## config.mk

```make
export PLATFORM = sky130hd
export DESIGN_NAME = gain_mode_ctrl
export DESIGN_NICKNAME = d
export VERILOG_FILES = /design/src/rtl/gain_mode_pkg.sv /design/src/rtl/gain_mode_fsm.sv /design/src/rtl/gain_mode_path.sv /design/src/rtl/gain_mode_ctrl.sv
export SDC_FILE = /design/constraint.sdc
export NUM_CORES = 1
export LEC_CHECK = 0
export BUFFER_PORTS_ARGS = -buffer_cell sky130_fd_sc_hd__buf_2
export CORE_MARGIN = 3
export CORE_UTILIZATION = 45
export CTS_BUF_LIST = sky130_fd_sc_hd__clkbuf_4
export CTS_CLUSTER_SIZE = 8
export DETAILED_ROUTE_END_ITERATION = 10
export PLACE_DENSITY = 0.79
export SKIP_LAST_GASP = 1
export SYNTH_ARGS = -nofsm -noshare
export SYNTH_HDL_FRONTEND = slang
export SYNTH_HIERARCHICAL = 1
export SYNTH_SLANG_ARGS = --single-unit
```

## constraint.sdc

```tcl
create_clock -name clk -period 1.6 [get_ports clk]
set_input_delay 0.16 -clock clk [delete_from_list [all_inputs] [get_ports clk]]
set_output_delay 0.16 -clock clk [all_outputs]
set_load 0.01 [all_outputs]
```

## src/rtl/gain_mode_pkg.sv

```systemverilog
package gain_mode_pkg;

  typedef enum logic [1:0] {
    GM_UNITY  = 2'b00,
    GM_AUTO   = 2'b01,
    GM_PROG   = 2'b10,
    GM_FREEZE = 2'b11
  } gainMode_e;

  typedef enum logic [1:0] {
    LP_TO_AUTO   = 2'b00,
    LP_KEEP      = 2'b01,
    LP_AUTO_FIX  = 2'b10,
    LP_RESERVED  = 2'b11
  } lossPolicy_e;

  // control -> datapath strobes
  typedef struct packed {
    logic      captureAgc;
    gainMode_e selMode;
  } gainStrobe_t;

endpackage

```

## src/rtl/gain_mode_fsm.sv

```systemverilog
module gain_mode_fsm
  import gain_mode_pkg::*;
(
  input  logic        clk,
  input  logic        rstN,
  input  logic        cfgWrEn,
  input  logic [1:0]  cfgWrMode,
  input  logic [1:0]  cfgWrPolicy,
  input  logic        lockLost,
  input  logic        lockAchieved,
  output gainStrobe_t strobe,
  output logic [1:0]  curPolicy
);

  gainMode_e   modeQ, modeD;
  lossPolicy_e policyQ, policyD;

  // next-mode decision: write first, then loss, then acquisition
  always_comb begin
    modeD   = modeQ;
    policyD = policyQ;
    if (cfgWrEn) begin
      modeD   = gainMode_e'(cfgWrMode);
      policyD = lossPolicy_e'(cfgWrPolicy);
    end else if (lockLost) begin
      if (modeQ != GM_AUTO) begin
        unique case (policyQ)
          LP_TO_AUTO:  modeD = GM_AUTO;
          LP_AUTO_FIX: if (modeQ == GM_FREEZE) modeD = GM_AUTO;
          default:     modeD = modeQ;
        endcase
      end
    end else if (lockAchieved) begin
      if (policyQ == LP_AUTO_FIX && modeQ == GM_AUTO) modeD = GM_FREEZE;
    end
  end

  always_ff @(posedge clk) begin
    if (!rstN) begin
      modeQ   <= GM_AUTO;
      policyQ <= LP_TO_AUTO;
    end else begin
      modeQ   <= modeD;
      policyQ <= policyD;
    end
  end

  assign strobe.selMode    = modeQ;
  assign strobe.captureAgc = (modeD == GM_FREEZE) && (modeQ != GM_FREEZE);
  assign curPolicy         = policyQ;

endmodule

```

## src/rtl/gain_mode_path.sv

```systemverilog
module gain_mode_path
  import gain_mode_pkg::*;
#(
  parameter int          GAIN_W     = 10,
  parameter logic [GAIN_W-1:0] UNITY_GAIN = GAIN_W'(1 << (GAIN_W - 2))
) (
  input  logic              clk,
  input  logic              rstN,
  input  gainStrobe_t       strobe,
  input  logic [GAIN_W-1:0] agcGain,
  input  logic [GAIN_W-1:0] progGain,
  output logic [GAIN_W-1:0] appliedGain
);

  logic [GAIN_W-1:0] holdQ;

  always_ff @(posedge clk) begin
    if (!rstN)                  holdQ <= '0;
    else if (strobe.captureAgc) holdQ <= agcGain;
  end

  always_comb begin
    unique case (strobe.selMode)
      GM_UNITY:  appliedGain = UNITY_GAIN;
      GM_AUTO:   appliedGain = agcGain;
      GM_PROG:   appliedGain = progGain;
      GM_FREEZE: appliedGain = holdQ;
      default:   appliedGain = agcGain;
    endcase
  end

endmodule

```

## src/rtl/gain_mode_ctrl.sv

```systemverilog
module gain_mode_ctrl
  import gain_mode_pkg::*;
#(
  parameter int                GAIN_W     = 10,
  parameter logic [GAIN_W-1:0] UNITY_GAIN = GAIN_W'(1 << (GAIN_W - 2))
) (
  input  logic              clk,
  input  logic              rstN,
  input  logic              cfgWrEn,
  input  logic [1:0]        cfgWrMode,
  input  logic [1:0]        cfgWrPolicy,
  input  logic              lockLost,
  input  logic              lockAchieved,
  input  logic [GAIN_W-1:0] agcGain,
  input  logic [GAIN_W-1:0] progGain,
  output logic [GAIN_W-1:0] appliedGain,
  output logic [1:0]        modeRd
);

  gainStrobe_t strobe;
  logic [1:0]  curPolicy;

  gain_mode_fsm u_fsm (
    .clk          (clk),
    .rstN         (rstN),
    .cfgWrEn      (cfgWrEn),
    .cfgWrMode    (cfgWrMode),
    .cfgWrPolicy  (cfgWrPolicy),
    .lockLost     (lockLost),
    .lockAchieved (lockAchieved),
    .strobe       (strobe),
    .curPolicy    (curPolicy)
  );

  gain_mode_path #(.GAIN_W(GAIN_W), .UNITY_GAIN(UNITY_GAIN)) u_path (
    .clk         (clk),
    .rstN        (rstN),
    .strobe      (strobe),
    .agcGain     (agcGain),
    .progGain    (progGain),
    .appliedGain (appliedGain)
  );

  assign modeRd = strobe.selMode;

endmodule

```

# Yosys cells after proc, flatten, opt, wreduce, memory -nomap -nowiden

Cells that the tools add are included.

Muxes and demuxes: 8
$lt $le $gt $ge: 0
Add/sub/neg operators: 0
Div/mod/pow operators: 0
Multipliers: 0
Eq/ne operators: 7
Reduce and logical (&&, ||, !) cells: 4
Shift operators: 0
Bitwise gates (word level): 0

Operators by type and width:

| cell               | count |
|---|---|
| $pmux 10 s4        | 1 |
| $mux 2             | 6 |
| $eq 2x2->1 const B | 4 |
| $logic_not 2->1    | 2 |
| $pmux 2 s2         | 1 |
| $eq 2x1->1 const B | 1 |
| $logic_and 1x1->1  | 2 |
| $ne 2x1->1 const B | 1 |
| $ne 2x2->1 const B | 1 |

Register bits after elaboration: 14
Memories: 0
Latch bits: 0
ROM bits: 0
Input port bits: 29
Logic and storage cells: 22
RAM bits: 0

# Logic depth before layout (Yosys ltp)

Depth after elaboration: 8
Mapped depth: 7
Depth with buffers taken out: 5

# Modules after synthesis

Netlist, hierarchy kept.

By module, submodules not included:

| module         | area each (um^2) | cells each | instances |
|---|---|---|---|
| gain_mode_path | 599.3            | 56         | 1 |
| gain_mode_fsm  | 219.0            | 23         | 1 |

# Least setup slack after synthesis

No wires, ideal clock.

Kind: register to register
Start: register u_fsm.modeQ[0]
End: register u_path.holdQ[0]
Buffers on the path: 1
Data required time: 1.484 ns
Arrival: 1.393 ns
Setup time: 0.116 ns
Stages on the path, launching flop included: 7
Setup slack: 0.091 ns
Path through: dfxtp_1 > and4b_1 > o221ai_2 > a21oi_1 > buf_2 > mux2i_1 > nor2b_1

RTL lines:

| what                   | RTL line             | text |
|---|---|---|
| from (decl)            | gain_mode_fsm.sv:15  | `gainMode_e modeQ, modeD;` |
| from (signal assigned) | gain_mode_fsm.sv:43  | `modeQ <= modeD;` |
| to (signal assigned)   | gain_mode_path.sv:19 | `else if (strobe.captureAgc) holdQ <= agcGain;` |
| to (decl)              | gain_mode_path.sv:15 | `logic [GAIN_W-1:0] holdQ;` |

# Worst setup path after layout

Start: register u_fsm.modeQ[1]
End: output port appliedGain[5]

Cells in the longest elaborated chain, start to end: 2
Elaborated cells between the ends (all ways): 5
Classes of those cells: eq/ne (3); mux (1); reduce/logical (1)

Ends and longest elaborated chain:

| what                               | RTL line             | text |
|---|---|---|
| $eq 2x2->1 (tied with other cells) | gain_mode_path.sv:23 | `unique case (strobe.selMode)` |
| $pmux 10 s4 *                      | gain_mode_path.sv:23 |  |
| to (decl)                          | gain_mode_ctrl.sv:16 | `output logic [GAIN_W-1:0] appliedGain,` |

Every way passes the cells marked *; elsewhere a longest branch is shown, timed or not.

==> results by group <==
Floorplan
  – Die area: 2370 µm²
  – Ports: just over 40
  – Floorplan row count: 14
  – CORE AREA: 1610 µm²
  – Die X: 48.6 µm
  – Effective utilization at floorplan: 50.8%
  – Die H: 48.6 µm

Drt
  – DRT Pass-1 Iters: 4
  – Routed Antenna Nets: 0
  – Via density: 5.00
  – Routed wire length: between 1.5 and 2 mm
  – Vias: 750
  – Wirelength per Cell: 12.8 µm
  – Iteration-0 DRC count of the detailed router: 9
  – DR DRC count: 0

STA
  – RSZ-0062 raised after global routing: true
  – Crit path time final: 1.56 ns
  – Worst clock skew: 0.00240 ns
  – Peak Freq: ~640 MHz
  – Final count of hold timing violations: 0
  – Slew Viols, Final: 0
  – Hold_ws: 0.155 ns
  – Setup_tns: 0 ns
  – Relative slew margins: 80.0%
  – Final Cycle Share: 97.7%
  – Worst slew pin tran: 0.296 ns
  – Final setup fails: 0

Global route
  – Congestion Overflow GR: 0
  – Number of global-route vias before repair: 732
  – Total track usage: 16.2%
  – First-pass GRT wire length: slightly above 3 mm
  – Largest net degree at the start of global routing: 15
  – Antenna violations before repair: 0

Power
  – Power Dens Cells: 710 nW/µm²
  – Cell internal pwr: roughly 0.6 mW
  – Register share of total power: 47.5%
  – Switching share of power: 27.1%
  – Clk pwr share: 24.9%
  – Comb pwr share: 27.5%
  – Max rail drop VDD: 0.500 mV
  – Static leakage: approximately 0.54 nW
  – Power, Total: 0.803 mW
  – Sw Pwr: roughly 0.22 mW

Placement
  – IO Port Bufs: 40
  – Dpl cell area: 1060 µm²
  – HPWL Detailed: 1.49 mm
  – GPL Wtd Cong: 0.650

Worst hold path
  – Min-delay src: cfgWrPolicy[0]
  – Min-Delay Path Class: in -> reg

Yosys
  – Most common cell in the netlist: dfxtp_1
  – Post-synth top cells: dfxtp_1, mux2i_1, nor2b_1, a22o_1, mux2_2
  – EDFF count, synth: 0
  – Yosys top cell by area: dfxtp_1
  – Yosys reg bits: 14
  – Synth top area share: 34.3%
  – Post-synthesis net count: 108
  – Register area share after synthesis: approximately 34%
  – Yosys warning count: 6
  – Mapped Area: just over 800 µm²
  – Syn Area/Cell: between 10 and 15 µm²
  – Share of async-settable or async-resettable flops after synthesis: 0%
  – Most used DFF post-synth: dfxtp_1
  – Mapped Cells: 79
  – Netlist cell types: 21
  – Top post-synthesis cells by area: dfxtp_1, mux2i_1, mux2_2

Critical path
  – Worst Path Required: 1.44 ns
  – Slowest CP cell: dfxtp_4
  – CP Capture Type: primary output
  – RR Startpoint: u_fsm/modeQ[0]$_SDFF_PN1_
  – Crit path max fanout: 7
  – Crit path kind: reg -> out
  – Crit start category: flop
  – Data arrival time of the critical path: 1.40 ns
  – Worst Setup SP: u_fsm/modeQ[1]$_SDFF_PN0_
  – Critical-path cell list: buf_6, mux2_4, a22o_1, buf_2
  – Max stage delay on crit path: 0.36 ns

CTS
  – Clock root buffer: clkbuf_4
  – H-tree Lvls: 1
  – CTS clk-pin slew, worst paths: 0.08 ns
  – CTS Buf Count: 3
  – Clock sink total: 14
  – Clock Latency Late Sink: 0.27 ns
  – Post-CTS Hold Fix Bufs: 0
  – Clk buf depth: 2
  – CTS tree: done

Run status
  – Status: completed

Cells and area
  – FILL cells: between 100 and 150
  – Final Instance Area: 1130 µm²
  – Final-stage net count: 156
  – Share of layout cells above drive strength 1: 51.6%
  – Synthesis-to-finish area growth: 38.4%
  – N_diodes: 0

Job
  – Max_cap viols: 0
## per-stage QoR
stage / setup slack (ns) / cells / utilization, %
5_1_grt: -0.0471 / 150 / 70.3
3_3_place_gp: 0.0932 / 143 / 65.5
2_1_floorplan: 0.0914 / 79 / -
4_1_cts: 0.00364 / 149 / 68.6
6_report: 0.0370 / 150 / 70.3
3_5_place_dp: 0.0417 / 143 / 65.5
## timing repair
action | in CTS | in global routing
setup endpoints to repair | 10 | 20
buffers inserted | 2 | 1
pin swaps | 0 | 1
gates resized for setup | 3 | 6
## layout by cell type, fill, tap and decap left out
cell type and n:
nor2b_1 12, o311ai_0 1, a22oi_1 1, mux2i_1 13, mux2_2 6, a21oi_1 1
nor2b_4 1, a22o_1 9, nand2_1 3, mux2_4 3, o221ai_2 1, and4b_1 1
clkinv_1 1, nor3b_2 1, buf_2 40, clkbuf_4 3, inv_1 2, buf_6 2
o31ai_1 1, buf_4 6, dfxtp_4 1, dfxtp_2 1, dfxtp_1 12, and2b_1 1
nand2b_1 2, a21boi_1 1
## cells by family after synthesis
logic type             after synthesis  synth area share [%]
buffers and inverters                7                  4.59
muxes                               22                  28.7
DFF                                 14                  34.3
AOI/OAI and AO/OA                   15                  15.9
and+or+nand+nor                     21                  16.5
## power groups by stage
stage	Clock, mW	Sequential (mW)	Combinational, mW
CTS	0.208	0.382	0.215
global route	0.227	0.384	0.242
finish	0.200	0.382	0.221
floorplan	0	0.388	0.126
global placement	0	0.388	0.204
detailed placement	0	0.390	0.209
## path summary, 6_finish.rpt
path	to	slack, ns	cells after the start
worst min register to register	u_path/holdQ[6]$_SDFFE_PN0P_	0.53	2
worst min-delay path	u_fsm/curPolicy[0]$_SDFFE_PN0P_	0.15	3
worst max-delay path	appliedGain[5]	0.04	4
worst max register to register	u_path/holdQ[9]$_SDFFE_PN0P_	0.09	6
## routing by layer
layer  global-route usage, %  wire [µm]  up-vias
met5                       0          0        -
met1                    18.6        842      348
li1                        -          -      381
met2                    29.9        977       19
met4                    5.69          4        0
met3                    2.45         92        2
## final cells by class
class / instances / area (µm²) / area share (%)
clock inverters: 1 / 3.75 / 0.331
well taps: 24 / 30.0 / 2.65
flip-flops and latches: 14 / 285 / 25.2
clock buffers: 3 / 22.5 / 1.99
repair buffers: 48 / 268 / 23.6
multi-input cells: 58 / 515 / 45.5
inverters: 2 / 7.51 / 0.663
## sequential cells by signal, summed over array words and instances (netlist names)
signal and cells:
u_path/holdQ 10, u_fsm/curPolicy 2, u_fsm/modeQ 2
## worst max-delay path, delay by kind of cell, from the launching register on
| family | cells | cell delay (ns) |
|---|---|---|
| flops | 1 | 0.36 |
| mux | 1 | 0.30 |
| buf+inv | 2 | 0.27 |
| compound gates | 1 | 0.21 |
Note: power is estimated with default switching activity, not from simulation.
